`src/rtl/irq_pkg.sv`:
```
// Package: shared constants for the interrupt controller.
// Assumes a fixed register layout: master enable, then enables, then flags.
package irq_pkg;
    localparam int NSRC   = 3;
    localparam int REG_W  = 8;
    localparam int B_EMI  = 0;
    localparam int B_EN0  = 1;
    localparam int B_FL0  = B_EN0 + NSRC;
    localparam int B_RSV  = B_FL0 + NSRC;

    typedef enum logic [1:0] {
        SRC_EXT = 2'd0,
        SRC_TMR = 2'd1,
        SRC_ADC = 2'd2
    } src_e;
endpackage

```
`src/rtl/irq_edge_sync.sv`:
```
// Module: synchronizes an asynchronous active-low pin and flags its falling edge.
// Assumes STAGES >= 2. Resets to "pin high" so that leaving reset causes no false edge.
module irq_edge_sync #(
    parameter int STAGES = 2
) (
    input  logic clk,
    input  logic rst_n,
    input  logic pin_n,
    output logic fall
);
    logic [STAGES:0] sh;

    // Shift the pin through the synchronizer and one history stage.
    always_ff @(posedge clk) begin
        if (!rst_n) sh <= '1;
        else        sh <= {sh[STAGES-1:0], pin_n};
    end

    // Falling edge: older sample high, newer sample low.
    always_comb fall = sh[STAGES] & ~sh[STAGES-1];
endmodule

```
`src/rtl/irq_ctrl_reg.sv`:
```
// Module: control register holding master enable, source enables and request flags.
// Assumes hardware set beats clear, and hardware clear beats a software write.
module irq_ctrl_reg
    import irq_pkg::*;
#(
    parameter int N = NSRC
) (
    input  logic             clk,
    input  logic             rst_n,
    input  logic             wr,
    input  logic [REG_W-1:0] wdata,
    input  logic [N-1:0]     evt,
    input  logic             clr_emi,
    input  logic [N-1:0]     clr_flag,
    output logic             emi,
    output logic [N-1:0]     en,
    output logic [N-1:0]     flag,
    output logic [REG_W-1:0] rdata
);
    localparam int FL0 = B_EN0 + N;
    localparam int USED = FL0 + N;

    logic [N-1:0] flag_base;

    // Value the flags take before hardware clear and set.
    always_comb flag_base = wr ? wdata[FL0 +: N] : flag;

    // Register update: write, then hardware clear, then event set.
    always_ff @(posedge clk) begin
        if (!rst_n) begin
            emi  <= 1'b0;
            en   <= '0;
            flag <= '0;
        end else begin
            emi  <= clr_emi ? 1'b0 : (wr ? wdata[B_EMI] : emi);
            en   <= wr ? wdata[B_EN0 +: N] : en;
            flag <= (flag_base & ~clr_flag) | evt;
        end
    end

    // Read view; unused upper bits read as zero.
    always_comb begin
        rdata = '0;
        rdata[B_EMI]       = emi;
        rdata[B_EN0 +: N]  = en;
        rdata[FL0 +: N]    = flag;
    end

    generate
        for (genvar i = 0; i < N; i++) begin : g_flag_chk
            p_evt_sets_flag_r11: assert property (@(posedge clk) disable iff (!rst_n)
                evt[i] |=> flag[i]);
        end
    endgenerate

    p_hw_clear_emi_r6: assert property (@(posedge clk) disable iff (!rst_n)
        clr_emi |=> !emi);

    p_rsv_reads_zero_r2: assert property (@(posedge clk) disable iff (!rst_n)
        rdata[REG_W-1:USED] == '0);
endmodule

```
`src/rtl/irq_prio.sv`:
```
// Module: fixed-priority selector; the lowest index wins.
// Assumes req is already qualified by enable; purely combinational.
module irq_prio #(
    parameter int N  = 3,
    parameter int IW = (N > 1) ? $clog2(N) : 1
) (
    input  logic [N-1:0]  req,
    output logic          any,
    output logic [N-1:0]  grant,
    output logic [IW-1:0] idx
);
    // Scan from the highest index down so that the lowest index is kept last.
    always_comb begin
        grant = '0;
        idx   = '0;
        for (int i = N - 1; i >= 0; i--) begin
            if (req[i]) begin
                grant = '0;
                grant[i] = 1'b1;
                idx = IW'(i);
            end
        end
        any = |req;
    end
endmodule

```
`src/rtl/mcu_irq_ctrl.sv`:
```
// Module: top of the interrupt controller. Latches events, qualifies requests,
// issues a take strobe with a vector, and turns reti into a pop command.
// Assumes the core pushes the PC when it sees irq_take, and reports stack_full.
module mcu_irq_ctrl
    import irq_pkg::*;
#(
    parameter int PC_W     = 12,
    parameter int VEC_BASE = 4,
    parameter int VEC_STEP = 4,
    parameter int SYNC_N   = 2
) (
    input  logic             clk,
    input  logic             rst_n,
    input  logic             ext_int_n,
    input  logic             tmr_ovf,
    input  logic             adc_eoc,
    input  logic             reg_wr,
    input  logic [REG_W-1:0] reg_wdata,
    output logic [REG_W-1:0] reg_rdata,
    input  logic             insn_bound,
    input  logic             stack_full,
    input  logic             reti,
    output logic             irq_take,
    output logic [PC_W-1:0]  irq_vector,
    output logic             pc_pop
);
    localparam int IW = $clog2(NSRC);

    logic            ext_fall;
    logic [NSRC-1:0] evt, en, flag, req, grant, clr_flag;
    logic            emi, any, take_ok;
    logic [IW-1:0]   idx;

    irq_edge_sync #(.STAGES(SYNC_N)) u_sync (
        .clk(clk), .rst_n(rst_n), .pin_n(ext_int_n), .fall(ext_fall)
    );

    // Event vector, indexed by source priority order.
    always_comb begin
        evt = '0;
        evt[SRC_EXT] = ext_fall;
        evt[SRC_TMR] = tmr_ovf;
        evt[SRC_ADC] = adc_eoc;
    end

    irq_ctrl_reg #(.N(NSRC)) u_reg (
        .clk(clk), .rst_n(rst_n), .wr(reg_wr), .wdata(reg_wdata),
        .evt(evt), .clr_emi(take_ok), .clr_flag(clr_flag),
        .emi(emi), .en(en), .flag(flag), .rdata(reg_rdata)
    );

    // Qualified requests feed the priority selector.
    always_comb req = flag & en;

    irq_prio #(.N(NSRC), .IW(IW)) u_prio (
        .req(req), .any(any), .grant(grant), .idx(idx)
    );

    // Acceptance condition and the clear for the serviced flag.
    always_comb begin
        take_ok  = emi & any & ~stack_full & insn_bound;
        clr_flag = take_ok ? grant : '0;
    end

    // Register the take strobe, vector and pop command.
    always_ff @(posedge clk) begin
        if (!rst_n) begin
            irq_take   <= 1'b0;
            irq_vector <= '0;
            pc_pop     <= 1'b0;
        end else begin
            irq_take <= take_ok;
            pc_pop   <= reti;
            if (take_ok)
                irq_vector <= PC_W'(VEC_BASE + VEC_STEP * int'(idx));
        end
    end

    p_take_needs_emi_r3: assert property (@(posedge clk) disable iff (!rst_n)
        irq_take |-> $past(emi));
    p_grant_qualified_r5: assert property (@(posedge clk) disable iff (!rst_n)
        (grant & ~(flag & en)) == '0);
    p_grant_onehot_r5: assert property (@(posedge clk) disable iff (!rst_n)
        $onehot0(grant));
    p_emi_off_after_take_r6: assert property (@(posedge clk) disable iff (!rst_n)
        irq_take |-> !emi);
    p_take_single_r6: assert property (@(posedge clk) disable iff (!rst_n)
        irq_take |=> !irq_take);
    p_no_take_full_r8: assert property (@(posedge clk) disable iff (!rst_n)
        irq_take |-> !$past(stack_full));
    p_take_at_bound_r9: assert property (@(posedge clk) disable iff (!rst_n)
        irq_take |-> $past(insn_bound));
    p_pop_after_reti_r10: assert property (@(posedge clk) disable iff (!rst_n)
        pc_pop |-> $past(reti));
endmodule

```
`config.mk`:
```
export PLATFORM = sky130hd
export DESIGN_NAME = mcu_irq_ctrl
export DESIGN_NICKNAME = d
export VERILOG_FILES = /design/src/rtl/irq_pkg.sv /design/src/rtl/irq_edge_sync.sv /design/src/rtl/irq_ctrl_reg.sv /design/src/rtl/irq_prio.sv /design/src/rtl/mcu_irq_ctrl.sv
export SDC_FILE = /design/constraint.sdc
export NUM_CORES = 1
export LEC_CHECK = 0
export BUFFER_PORTS_ARGS = -buffer_cell sky130_fd_sc_hd__buf_2
export CAP_MARGIN = 20
export CORE_MARGIN = 10
export CORE_UTILIZATION = 40
export CTS_CLUSTER_DIAMETER = 40
export DETAILED_ROUTE_END_ITERATION = 10
export PLACE_DENSITY = 0.73
export SYNTH_ARGS = -nofsm -noshare
export SYNTH_HDL_FRONTEND = slang
export SYNTH_HIERARCHICAL = 1
export SYNTH_SLANG_ARGS = --single-unit
export TNS_END_PERCENT = 50
```
`constraint.sdc`:
```
create_clock -name clk -period 1.59 [get_ports clk]
set_clock_uncertainty 0.15 [all_clocks]
set_input_delay 0.159 -clock clk [delete_from_list [all_inputs] [get_ports clk]]
set_output_delay 0.159 -clock clk [all_outputs]
set_load 0.02 [all_outputs]
```
# Yosys cells after proc, flatten, opt, wreduce, memory -nomap -nowiden

Index checks and enable logic that the tools add are counted.
Widths: inputs -> output; s select.

Bitwise logic cells: 11
Multiplexer cells: 8
$add $sub $neg: 1
Reduce and logical (&&, ||, !) cells: 2

Operator list:

| cell                | number |
|---|---|
| $mux 3              | 5 |
| $and 3x3->3         | 2 |
| $mux 2              | 3 |
| $add 3x4->5 const A | 1 |
| $and 1x1->1         | 4 |
| $not 1->1           | 3 |
| $not 3->3           | 1 |
| $or 3x3->3          | 1 |
| $reduce_or 3->1     | 1 |
| $reduce_or 2->1     | 1 |

Bits of input ports: 17
Logic and storage cells: 29
Output and inout bits: 22
Register bits after elaboration: 24

# Depth between registers and ports, before layout

Gate-level depths: netlist of the first run.

Word-level depth: 9
Gate-level depth with buffers: 7
Depth with buffers taken out: 6

# Modules after synthesis

Netlist of the first run, hierarchy kept.

Modules (own cells, without submodules):

| module        | area each (um^2) | cells each | times used |
|---|---|---|---|
| irq_ctrl_reg  | 361.6            | 37         | 1 |
| mcu_irq_ctrl  | 310.3            | 35         | 1 |
| irq_edge_sync | 85.1             | 7          | 1 |
| irq_prio      | 42.5             | 6          | 1 |

# Least setup slack after synthesis of the first run

No wires, ideal clock.

Path kind: reg-to-reg
Start: register u_reg.flag[2]
End: register u_reg.flag[0]
Cell stages (with the launch flop): 8
Slack: -0.091 ns
Library setup time: 0.069 ns
Path buffers: 1
Data required time: 1.371 ns
Arrival: 1.462 ns
Path through: dfxtp_1 and2_1 or3_1 and4b_1 buf_6 and2_1 nand2b_1 o21ai_1

Word-level cells in the longest chain between the ends: 9

RTL lines:

| what                      | line               | source |
|---|---|---|
| start, declared           | irq_ctrl_reg.sv:17 | `output logic [N-1:0] flag,` |
| start signal, assigned    | irq_ctrl_reg.sv:37 | `flag <= (flag_base & ~clr_flag) \| evt;` |
| $and 3x3->3               | mcu_irq_ctrl.sv:53 | `always_comb req = flag & en;` |
| net req[2]                | mcu_irq_ctrl.sv:30 | `logic [NSRC-1:0] evt, en, flag, req, grant, clr_flag;` |
| $reduce_or 3->1           | irq_prio.sv:23     | `any = \|req;` |
| net any                   | mcu_irq_ctrl.sv:31 | `logic emi, any, take_ok;` |
| $and 1x1->1 (3 in series) | mcu_irq_ctrl.sv:61 | `take_ok = emi & any & ~stack_full & insn_bound;` |
| net take_ok               | mcu_irq_ctrl.sv:31 |  |
| $mux 3                    | mcu_irq_ctrl.sv:62 | `clr_flag = take_ok ? grant : '0;` |
| net clr_flag[0]           | mcu_irq_ctrl.sv:30 |  |
| $not 3->3                 | irq_ctrl_reg.sv:37 |  |
| $and 3x3->3               | irq_ctrl_reg.sv:37 |  |
| $or 3x3->3                | irq_ctrl_reg.sv:37 |  |

The timed path passes the listed nets, and every way through them passes these cells.
A chain may end at the register's enable or synchronous reset.

# Worst setup path in the final report of the first run

Start: register u_reg.flag[0]
End: register u_reg.flag[0]

Word-level cells in the longest chain between the ends: 9
Elaborated cells between the ends (all ways): 11
Those cells by class: 3 x mux; 7 x bitwise; 1 x reduce/logical

RTL lines:

| what                      | line |
|---|---|
| $and 3x3->3               | mcu_irq_ctrl.sv:53 |
| net req[0]                | mcu_irq_ctrl.sv:30 |
| $reduce_or 3->1           | irq_prio.sv:23 |
| net any                   | mcu_irq_ctrl.sv:31 |
| $and 1x1->1 (3 in series) | mcu_irq_ctrl.sv:61 |
| $mux 3                    | mcu_irq_ctrl.sv:62 |
| net clr_flag[0]           | mcu_irq_ctrl.sv:30 |
| $not 3->3                 | irq_ctrl_reg.sv:37 |
| $and 3x3->3               | irq_ctrl_reg.sv:37 |
| $or 3x3->3                | irq_ctrl_reg.sv:37 |

The timed path passes the listed nets, and every way through them passes these cells.

==> metrics.txt, run 1 <==
status=finished, violations left; violated checks=negative setup slack; cell taking the most area after synthesis=dfxtp_1; crit-path max FO=5; clock power share=27.4%; maximum clock rate=579.9 MHz; Reg clk slew, reported paths=0.09 ns; Rows=16; Switch Pwr=212.7 uW; finished layout cell area=1036 um2; Multi-input gate area=384.1 um2; VDD IR max=0.0004369 V; Crit Path Class=flip-flop to flip-flop; Pwr Density=748.4 nW/um2; Lkg Pwr=0.0005229 uW; EDFF count, synth=0; P_int=562.6 uW; sequential share of the synthesized area=37.56%; mux cell area share after synthesis=12.52%; insertion delay to the later sink of the worst-skew pair=0.28 ns; worst r2r src=u_reg/flag[0]; DP HPWL=1241 um; Inserted Clock Buffers=3; most frequent cells after synthesis=buf_4 (20), dfxtp_1 (15), mux2i_1 (10); crit share post-route=108.5%; Mapped Area=799.5 um2; NumNets Final=137; largest family of logic cells by synthesized area=simple AND/OR/NAND/NOR gates; top-count cell post-synth=buf_4; Comb pwr share=20.6%; num ports=39; Num Clock Sinks=15; number of distinct library cells after synthesis=15; Synth Area in Compound Gates=1.878%; Worst Setup Start Kind=flip-flop; final hold vios=0; DP Area=870.8 um2; Initial Util=41.60%; share of layout cells above drive strength 1=43.22%; all-layer global routing usage=8.362%; Core Box Area=1922 um2; adder-cell share of the synthesized area=1.565%; ANT nets after route=0; DIE AREA=4187 um2; switch share=27.44%; Mapped Cells=85; Synth Warn #=6; Final Max Tran Viols=0; FF-to-FF path depth=6; Crit path required time=1.65 ns; CTS tree=yes; r2r endpoint=u_reg/flag[0]; Hold WC Path Type=input pin to flip-flop; initial antenna violation count=0; Reg area=305.3 um2; DR iter-0 viols=11; wire length per cell=12.37 um; Post-synth top flop=dfxtp_1; register bit total from synthesis=15; top-area cell type share of the netlist area=37.56%; Worst EP arrival=1.79 ns; Die Height=64.71 um; root buf cell=clkbuf_4; maximum clock path buffer count=2; Syn-to-layout area delta=29.58%; final WL=1794 um; final worst slack=-0.1346 ns; Via density=4.152; register share of total power=52.1%; largest net degree at the start of global routing=22; fin crit period=1.725 ns; worst reg-to-reg setup slack=-0.13 ns; simple-gate area share of the yosys netlist=23.94%; Die X=64.71 um; H-tree levels=1; first-pass detailed-route iteration total=2; Final GP Congestion=0.7131; vias in the first global route=659; total number of vias=602; CP Launch Point=u_reg/flag[0]; global-route wire length before repair=2891 um; synthesized area per cell=9.406 um2; Finished Core Util=53.91%; Synth area leaders=dfxtp_1 (38%), buf_4 (19%), mux2i_1 (13%); overflow left after global routing=0; PortBufs=27; Critical Path End=u_reg/flag[0]; RSZ-0062 raised after global routing=true; Critical Path End Type=flip-flop; drt drc=0; Fill cells=189; maxcap violations=0; # setup viols final=8; Ant. Diodes=0; post-synthesis async set-or-reset flop share=0%; XOR/XNOR share of the synthesized area=0%
## metrics by stage
| step | worst slack (ns) | TNS [ns] | hold slack [ns] | instances | power (uW) |
|---|---|---|---|---|---|
| floorplan | -0.07834 | -0.2350 | 0.08204 | 93 | 531.0 |
| global placement | -0.08180 | -0.2569 | 0.1895 | 131 | 539.0 |
| detailed placement | -0.1105 | -0.3434 | 0.1944 | 131 | 542.6 |
| CTS | -0.1392 | -0.5871 | 0.01403 | 145 | 784.2 |
| global route | -0.2101 | -0.9814 | 0.01425 | 145 | 825.9 |
| finish | -0.1346 | -0.4192 | 0.02040 | 145 | 775.3 |
## worst max-delay path, stage by stage, from the launching register on
cell	delay [ns]
dfxtp_2	0.33
and2_4	0.15
or3_1	0.36
and4b_2	0.26
and2_4	0.14
nand2b_4	0.13
o21ai_2	0.14
## logic make-up after synthesis
group           count (synthesis)
mux                            10
other cells                     2
fa+ha+maj                       1
simple gates                   32
flops                          15
compound gates                  3
buf+inv                        22
## layer usage
metal	vias up	wire, um	GRT usage [%]
met5	-	0	0
met4	0	24	5.615
met2	20	952	14.90
li1	305	-	-
met1	275	690	8.023
met3	2	126	2.749
## sequential cells by signal, indices dropped and copies added (netlist names)
register / count
u_reg/emi: 1
irq_take: 1
irq_vector: 3
u_reg/en: 3
pc_pop: 1
u_reg/flag: 3
u_sync/sh: 3
## cells in the final DEF (no fill, tap or decap), drive strengths merged
| cell | netlist | final |
|---|---|---|
| and2 | 8 | 8 |
| and4b | 1 | 1 |
| buf | 22 | 34 |
| clkbuf | 0 | 3 |
| clkinv | 0 | 1 |
| conb | 2 | 10 |
| dfxtp | 15 | 15 |
| dlygate4sd3 | 0 | 9 |
| ha | 1 | 1 |
| mux2i | 10 | 10 |
| nand2 | 8 | 8 |
| nand2b | 7 | 7 |
| nor2b | 5 | 5 |
| nor3b | 2 | 2 |
| o21ai | 3 | 3 |
| or3 | 1 | 1 |
## area by class of cell
| class | count | area share, % |
|---|---|---|
| clock buffers | 3 | 2.174 |
| clock inverters | 1 | 0.4831 |
| multi-input cells | 56 | 37.08 |
| flip-flops and latches | 15 | 29.47 |
| well taps | 27 | 3.261 |
| repair buffers | 43 | 27.54 |
## power groups by stage
stage	registers [uW]	logic (uW)	clock network (uW)
finish	404	160	212
global route	406	175	244
global placement	409	130	0
floorplan	412	119	0
detailed placement	410	132	0
CTS	403	154	228
## how the worst min path moves through the flow
stage,endpoint,slack [ns],depth (start not counted),from
floorplan,u_sync/sh[2],0.08,1,rst_n
global placement,u_sync/sh[0],0.19,2,ext_int_n
detailed placement,u_sync/sh[0],0.19,2,ext_int_n
CTS,u_reg/flag[0],0.01,3,reg_wdata[4]
global route,u_reg/flag[0],0.01,3,reg_wdata[4]
finish,u_reg/flag[0],0.02,3,reg_wdata[4]
## repair_timing
item / CTS / global route
setup endpoints to repair: 8 / 8
endpoints found under the hold margin: 7 / 0
hold buffers: 9 / 0
buffers inserted: 1 / 2
resized for setup: 4 / 10
pin swaps: 1 / 6
Note: power is estimated with default switching activity, not from simulation.
==> run 2: changes to the inputs <==
--- a/config.mk
+++ b/config.mk
@@ -7,11 +7,13 @@
 export LEC_CHECK = 0
 export BUFFER_PORTS_ARGS = -buffer_cell sky130_fd_sc_hd__buf_2
 export CAP_MARGIN = 20
+export CELL_PAD_IN_SITES_DETAIL_PLACEMENT = 0
+export CELL_PAD_IN_SITES_GLOBAL_PLACEMENT = 1
 export CORE_MARGIN = 10
-export CORE_UTILIZATION = 40
+export CORE_UTILIZATION = 28
 export CTS_CLUSTER_DIAMETER = 40
 export DETAILED_ROUTE_END_ITERATION = 10
-export PLACE_DENSITY = 0.73
+export PLACE_DENSITY = 0.71
 export SYNTH_ARGS = -nofsm -noshare
 export SYNTH_HDL_FRONTEND = slang
 export SYNTH_HIERARCHICAL = 1
==> metrics.txt, run 2 (synthesis results as in run 1) <==
wire length per cell=11.66 um (-5.7%); most frequent cells in the layout=buf_2 (27), mux2i_1 (10), conb_1 (10), dfxtp_1 (10), nand2_1 (8); Worst Setup Start Kind=flip-flop; DR iter-0 viols=10 (-1); maximum clock rate=576.8 MHz (-0.53%); Initial Util=29.24% (-12 points); VDD IR max=0.0004001 V (-8.4%); Hold WC Path Type=input pin to flip-flop; Crit Path Class=flip-flop to flip-flop; Ant. Diodes=0 (unchanged); Inserted Clock Buffers=3 (unchanged); NumNets Final=136 (-0.73%); status=finished, violations left; overflow left after global routing=0 (unchanged); hold slack=-0.002261 ns (-0.02266 ns); ANT nets after route=0 (unchanged); total power=769.7 uW (-0.72%); final worst slack=-0.1438 ns (-0.009245 ns); Via density=4.027 (-3.0%); Final Max Tran Viols=0 (unchanged); insertion delay to the later sink of the worst-skew pair=0.28 ns (about the same); crit-path max FO=5 (unchanged); CTS tree=yes; initial antenna violation count=0 (unchanged); RSZ-0062 raised after global routing=true; vias in the first global route=625 (-5.2%); Lkg Pwr=0.0005248 uW (+0.37%); total number of vias=596 (-1.0%); Reg clk slew, reported paths=0.09 ns (about the same); Reg area=306.5 um2 (+0.41%); # setup viols final=8 (unchanged); maxcap violations=0 (unchanged); Crit path required time=1.65 ns (about the same); largest net degree at the start of global routing=22 (unchanged); final WL=1726 um (-3.8%); most common cell after layout, fill and taps aside=buf_2; dpl cells=135 (+3.1%); Worst EP arrival=1.79 ns (about the same); Multi-input gate area=405.4 um2 (+5.5%); DIE AREA=5393 um2 (+29%); PortBufs=27 (unchanged); maximum clock path buffer count=2 (unchanged); Num Clock Sinks=15 (unchanged); Rows=19 (+3); all-layer global routing usage=6.761% (-1.6 points); Final GP Congestion=0.6923 (-2.9%); Die X=73.44 um (+13%); fin crit period=1.734 ns (+0.009245 ns); crit share post-route=109.0% (+0.58 points); Die Height=73.44 um (+13%); violated checks=negative hold slack, negative setup slack; num ports=39 (unchanged); share of layout cells above drive strength 1=48.72% (+5.5 points); Pwr Density=735.0 nW/um2 (-1.8%); first-pass detailed-route iteration total=2 (unchanged); root buf cell=clkbuf_4; final hold vios=1 (+1); Critical Path End Type=flip-flop; Fill cells=297 (+57%); H-tree levels=1 (unchanged); drt drc=0 (unchanged); global-route wire length before repair=2898 um (+0.24%); DP HPWL=1299 um (+4.7%); Syn-to-layout area delta=30.99%; Core Box Area=2734 um2 (+42%); Finished Layout Cells=148 (+2.1%)
==> run 2: cell types whose count changed in the layout (fill, tap and decap cells not counted), moves of 2 or more <==
cell	previous run	this run
nand2b_1	6	4
dlygate4sd3_1	9	7
buf_4	5	7
nand2b_4	1	3
==> run 2: final cells by class <==
type	count	area share [%]
clock buffer	3	2.151
clock inverter	1	0.4779
multi-input combinational	56	38.71
sequential	15	29.27
tap	31	3.704
timing repair buffer	42	25.69
==> run 2: path summary, 6_finish.rpt <==
| kind | startpoint | endpoint | slack [ns] | cells past startpoint |
|---|---|---|---|---|
| max | u_reg/en[0] | u_reg/flag[2] | -0.14 | 6 |
| min | reg_wdata[4] | u_reg/flag[0] | -0.002 | 3 |
| max reg2reg | u_reg/en[0] | u_reg/flag[2] | -0.14 | 6 |
| min reg2reg | u_sync/sh[0] | u_sync/sh[1] | 0.27 | 1 |
==> run 2: power by group <==
part | switching, uW | leakage (uW) | internal [uW]
logic | 85.3 | 0.000382 | 71.2
registers | 8.94 | 0.000125 | 395
clock network | 116 | 0.0000177 | 93.2
total | 210 | 0.000525 | 560
==> run 2: what timing repair did <==
action,CTS,global route
hold buffers,7,0
setup buffers,2,0
endpoints found under the hold margin,7,0
resized for setup,11,7
setup endpoints to repair,8,8
pin swaps,5,7
==> run 2: through the flow <==
step	area, um2	utilization, %	TNS [ns]	setup slack, ns	hold slack (ns)
after floorplan	829.5	-	-0.2350	-0.07834	0.08204
after global placement	875.8	32.04	-0.3837	-0.09776	0.1945
after detailed placement	875.8	32.04	-0.6278	-0.1549	0.1916
after CTS	1017	37.21	-0.8560	-0.1584	0.003362
after global routing	1047	38.31	-1.072	-0.1909	0.0005405
final	1047	38.31	-0.6950	-0.1438	-0.002261
==> run 2: worst max-delay path, stage by stage (launching register included) <==
cell and delay [ns]:
dfxtp_2 0.33, and2_4 0.15, or3_1 0.37, and4b_2 0.26, and2_4 0.16, nand2b_4 0.13
o21ai_2 0.12
==> run 2: per-layer routing <==
metal	part of all wire, %	GRT usage [%]
met1	38	6.944
met2	49	11.08
met3	11	4.441
met4	0.87	1.863
met5	0	0
==> run 3: changes to the inputs <==
--- a/config.mk
+++ b/config.mk
@@ -10,10 +10,10 @@
 export CELL_PAD_IN_SITES_DETAIL_PLACEMENT = 0
 export CELL_PAD_IN_SITES_GLOBAL_PLACEMENT = 1
 export CORE_MARGIN = 10
-export CORE_UTILIZATION = 28
+export CORE_UTILIZATION = 32
 export CTS_CLUSTER_DIAMETER = 40
 export DETAILED_ROUTE_END_ITERATION = 10
-export PLACE_DENSITY = 0.71
+export PLACE_DENSITY = 0.77
 export SYNTH_ARGS = -nofsm -noshare
 export SYNTH_HDL_FRONTEND = slang
 export SYNTH_HIERARCHICAL = 1
==> constraint.sdc (replaced) <==
create_clock -name clk -period 1.8 [get_ports clk]
set_clock_uncertainty 0.15 [all_clocks]
set_input_delay 0.18 -clock clk [delete_from_list [all_inputs] [get_ports clk]]
set_output_delay 0.18 -clock clk [all_outputs]
set_load 0.02 [all_outputs]
==> metrics.txt, run 3 (synthesis results as in run 1) <==
status=complete, no violations; CP max stage delay=0.36 ns (about the same); DIE AREA=4898 um2 (-9.2%); most frequent cells in the layout=buf_2 (27), dfxtp_1 (14), mux2i_1 (10), conb_1 (10), nand2_1 (8); insertion delay to the later sink of the worst-skew pair=0.28 ns (about the same); Final Max Tran Viols=0 (unchanged); Die X=69.99 um (-4.7%); H-tree levels=1 (unchanged); maximum clock rate=569.1 MHz (-1.3%); global-route wire length before repair=2677 um (-7.6%); DP HPWL=1227 um (-5.5%); Hold WC Path Type=input pin to flip-flop; Fill cells=262 (-12%); maxcap violations=0 (unchanged); Comb pwr share=18.0% (-2.3 points); share of layout cells above drive strength 1=36.11% (-13 points); P_int=480.1 uW (-14%); PortBufs=27 (unchanged); register share of total power=54.1% (+1.6 points); Via density=3.906 (-3.0%); Critical Path Slowest Stage Cell=or3_1; vias in the first global route=595 (-4.8%); crit-path max FO=5 (unchanged); drt drc=0 (unchanged); switch share=27.13% (-0.15 points); crit share post-route=97.62% (-11 points); Reg clk slew, reported paths=0.09 ns (about the same); wire length per cell=11.23 um (-3.7%); ANT nets after route=0 (unchanged); Lkg Pwr=0.0004654 uW (-11%); Switch Pwr=178.8 uW (-15%); total number of vias=539 (-9.6%); Initial Util=32.87% (+3.6 points); final WL=1550 um (-10%); first-pass detailed-route iteration total=3 (+1); # setup viols final=0 (-8); Inserted Clock Buffers=3 (unchanged); maximum clock path buffer count=2 (unchanged); Multi-input gate area=372.9 um2 (-8.0%); Crit path required time=1.85 ns (+0.20 ns); Syn-to-layout area delta=16.59%; clock power share=27.9% (+0.8 points); Top cell by count, worst path=and2_4; Top Family by Delay on Critical Path=simple AND/OR/NAND/NOR gates; Crit Path Class=flip-flop to flip-flop; Core Box Area=2432 um2 (-11%); Critical Path End Type=flip-flop; all-layer global routing usage=6.504% (-0.26 points); worst path cell trace=and2_4 -> or3_1 -> and4b_2 -> and2_4 -> nand2b_4 -> o21ai_1; Pwr Density=706.8 nW/um2 (-3.8%); DR iter-0 viols=7 (-3); final hold vios=0 (-1); RSZ-0062 raised after global routing=true; NumNets Final=127 (-6.6%); Final GP Congestion=0.7294 (+5.4%); Worst Setup Start Kind=flip-flop; setup TNS=0 ns (+0.6950 ns); Ant. Diodes=0 (unchanged); Rows=18 (-1); Placement Setup Slack=0.06345 ns (+0.2183 ns); Buf/Inv on CP=0 (unchanged); VDD IR max=0.0003440 V (-14%); final worst slack=0.04281 ns (+0.1866 ns); Reg area=301.5 um2 (-1.6%); Worst EP arrival=1.81 ns (+0.02 ns); overflow left after global routing=0 (unchanged); CTS tree=yes; Num Clock Sinks=15 (unchanged); setup bufs post-CTS=0 (-2); fin crit period=1.757 ns (+0.02338 ns); Die Height=69.99 um (-4.7%); most common cell after layout, fill and taps aside=buf_2; largest net degree at the start of global routing=22 (unchanged); num ports=39 (unchanged); root buf cell=clkbuf_4; initial antenna violation count=0 (unchanged)
run 3: what timing repair did:
item	CTS	global route
hold buffers	5	0
setup endpoints to repair	0	3
hold endpoints to repair	5	0
resized for setup	0	6
run 3: worst paths after layout:
| path | slack (ns) | end | start | cells after the start |
|---|---|---|---|---|
| min reg2reg | 0.26 | u_sync/sh[1] | u_sync/sh[0] | 1 |
| min | 0.02 | u_reg/flag[0] | reg_wdata[4] | 3 |
| max reg2reg | 0.04 | u_reg/flag[1] | u_reg/flag[1] | 6 |
| max | 0.04 | u_reg/flag[1] | u_reg/flag[1] | 6 |
run 3: final cells by class:
type	instances	area share [%]
multi-input combinational	56	40.00
sequential	15	32.35
timing repair buffer	33	20.67
tap	30	4.027
clock buffer	3	2.416
clock inverter	1	0.5369
run 3: power by group through the flow:
stage               Combinational, uW  Sequential [uW]  Clock (uW)
floorplan                         105              364           0
global placement                  107              362           0
detailed placement                108              363           0
CTS                               117              356         200
global route                      131              360         221
finish                            118              357         184
run 3: per-stage QoR:
step	instance area, um2	total power [uW]	instances	hold slack (ns)	utilization (%)
2_1_floorplan	829.5	469.0	93	0.1030	-
3_3_place_gp	837.1	469.2	129	0.2126	34.41
4_1_cts	914.6	672.7	138	0.01427	37.60
5_1_grt	932.1	712.5	138	0.006346	38.32
3_5_place_dp	837.1	471.7	129	0.2186	34.41
6_report	932.1	658.9	138	0.02122	38.32
run 3: worst min-delay path: cells and delay by family:
family / cells / cell delay [ns]
buf+inv: 1 / 0.08
mux: 1 / 0.06
compound gates: 1 / 0.10
run 3: metal layers:
layer / part of all wire, % / track usage [%]
met2: 45 / 10.27
met4: 0.77 / 3.289
met3: 11 / 4.096
met1: 43 / 6.516
met5: 0 / 0
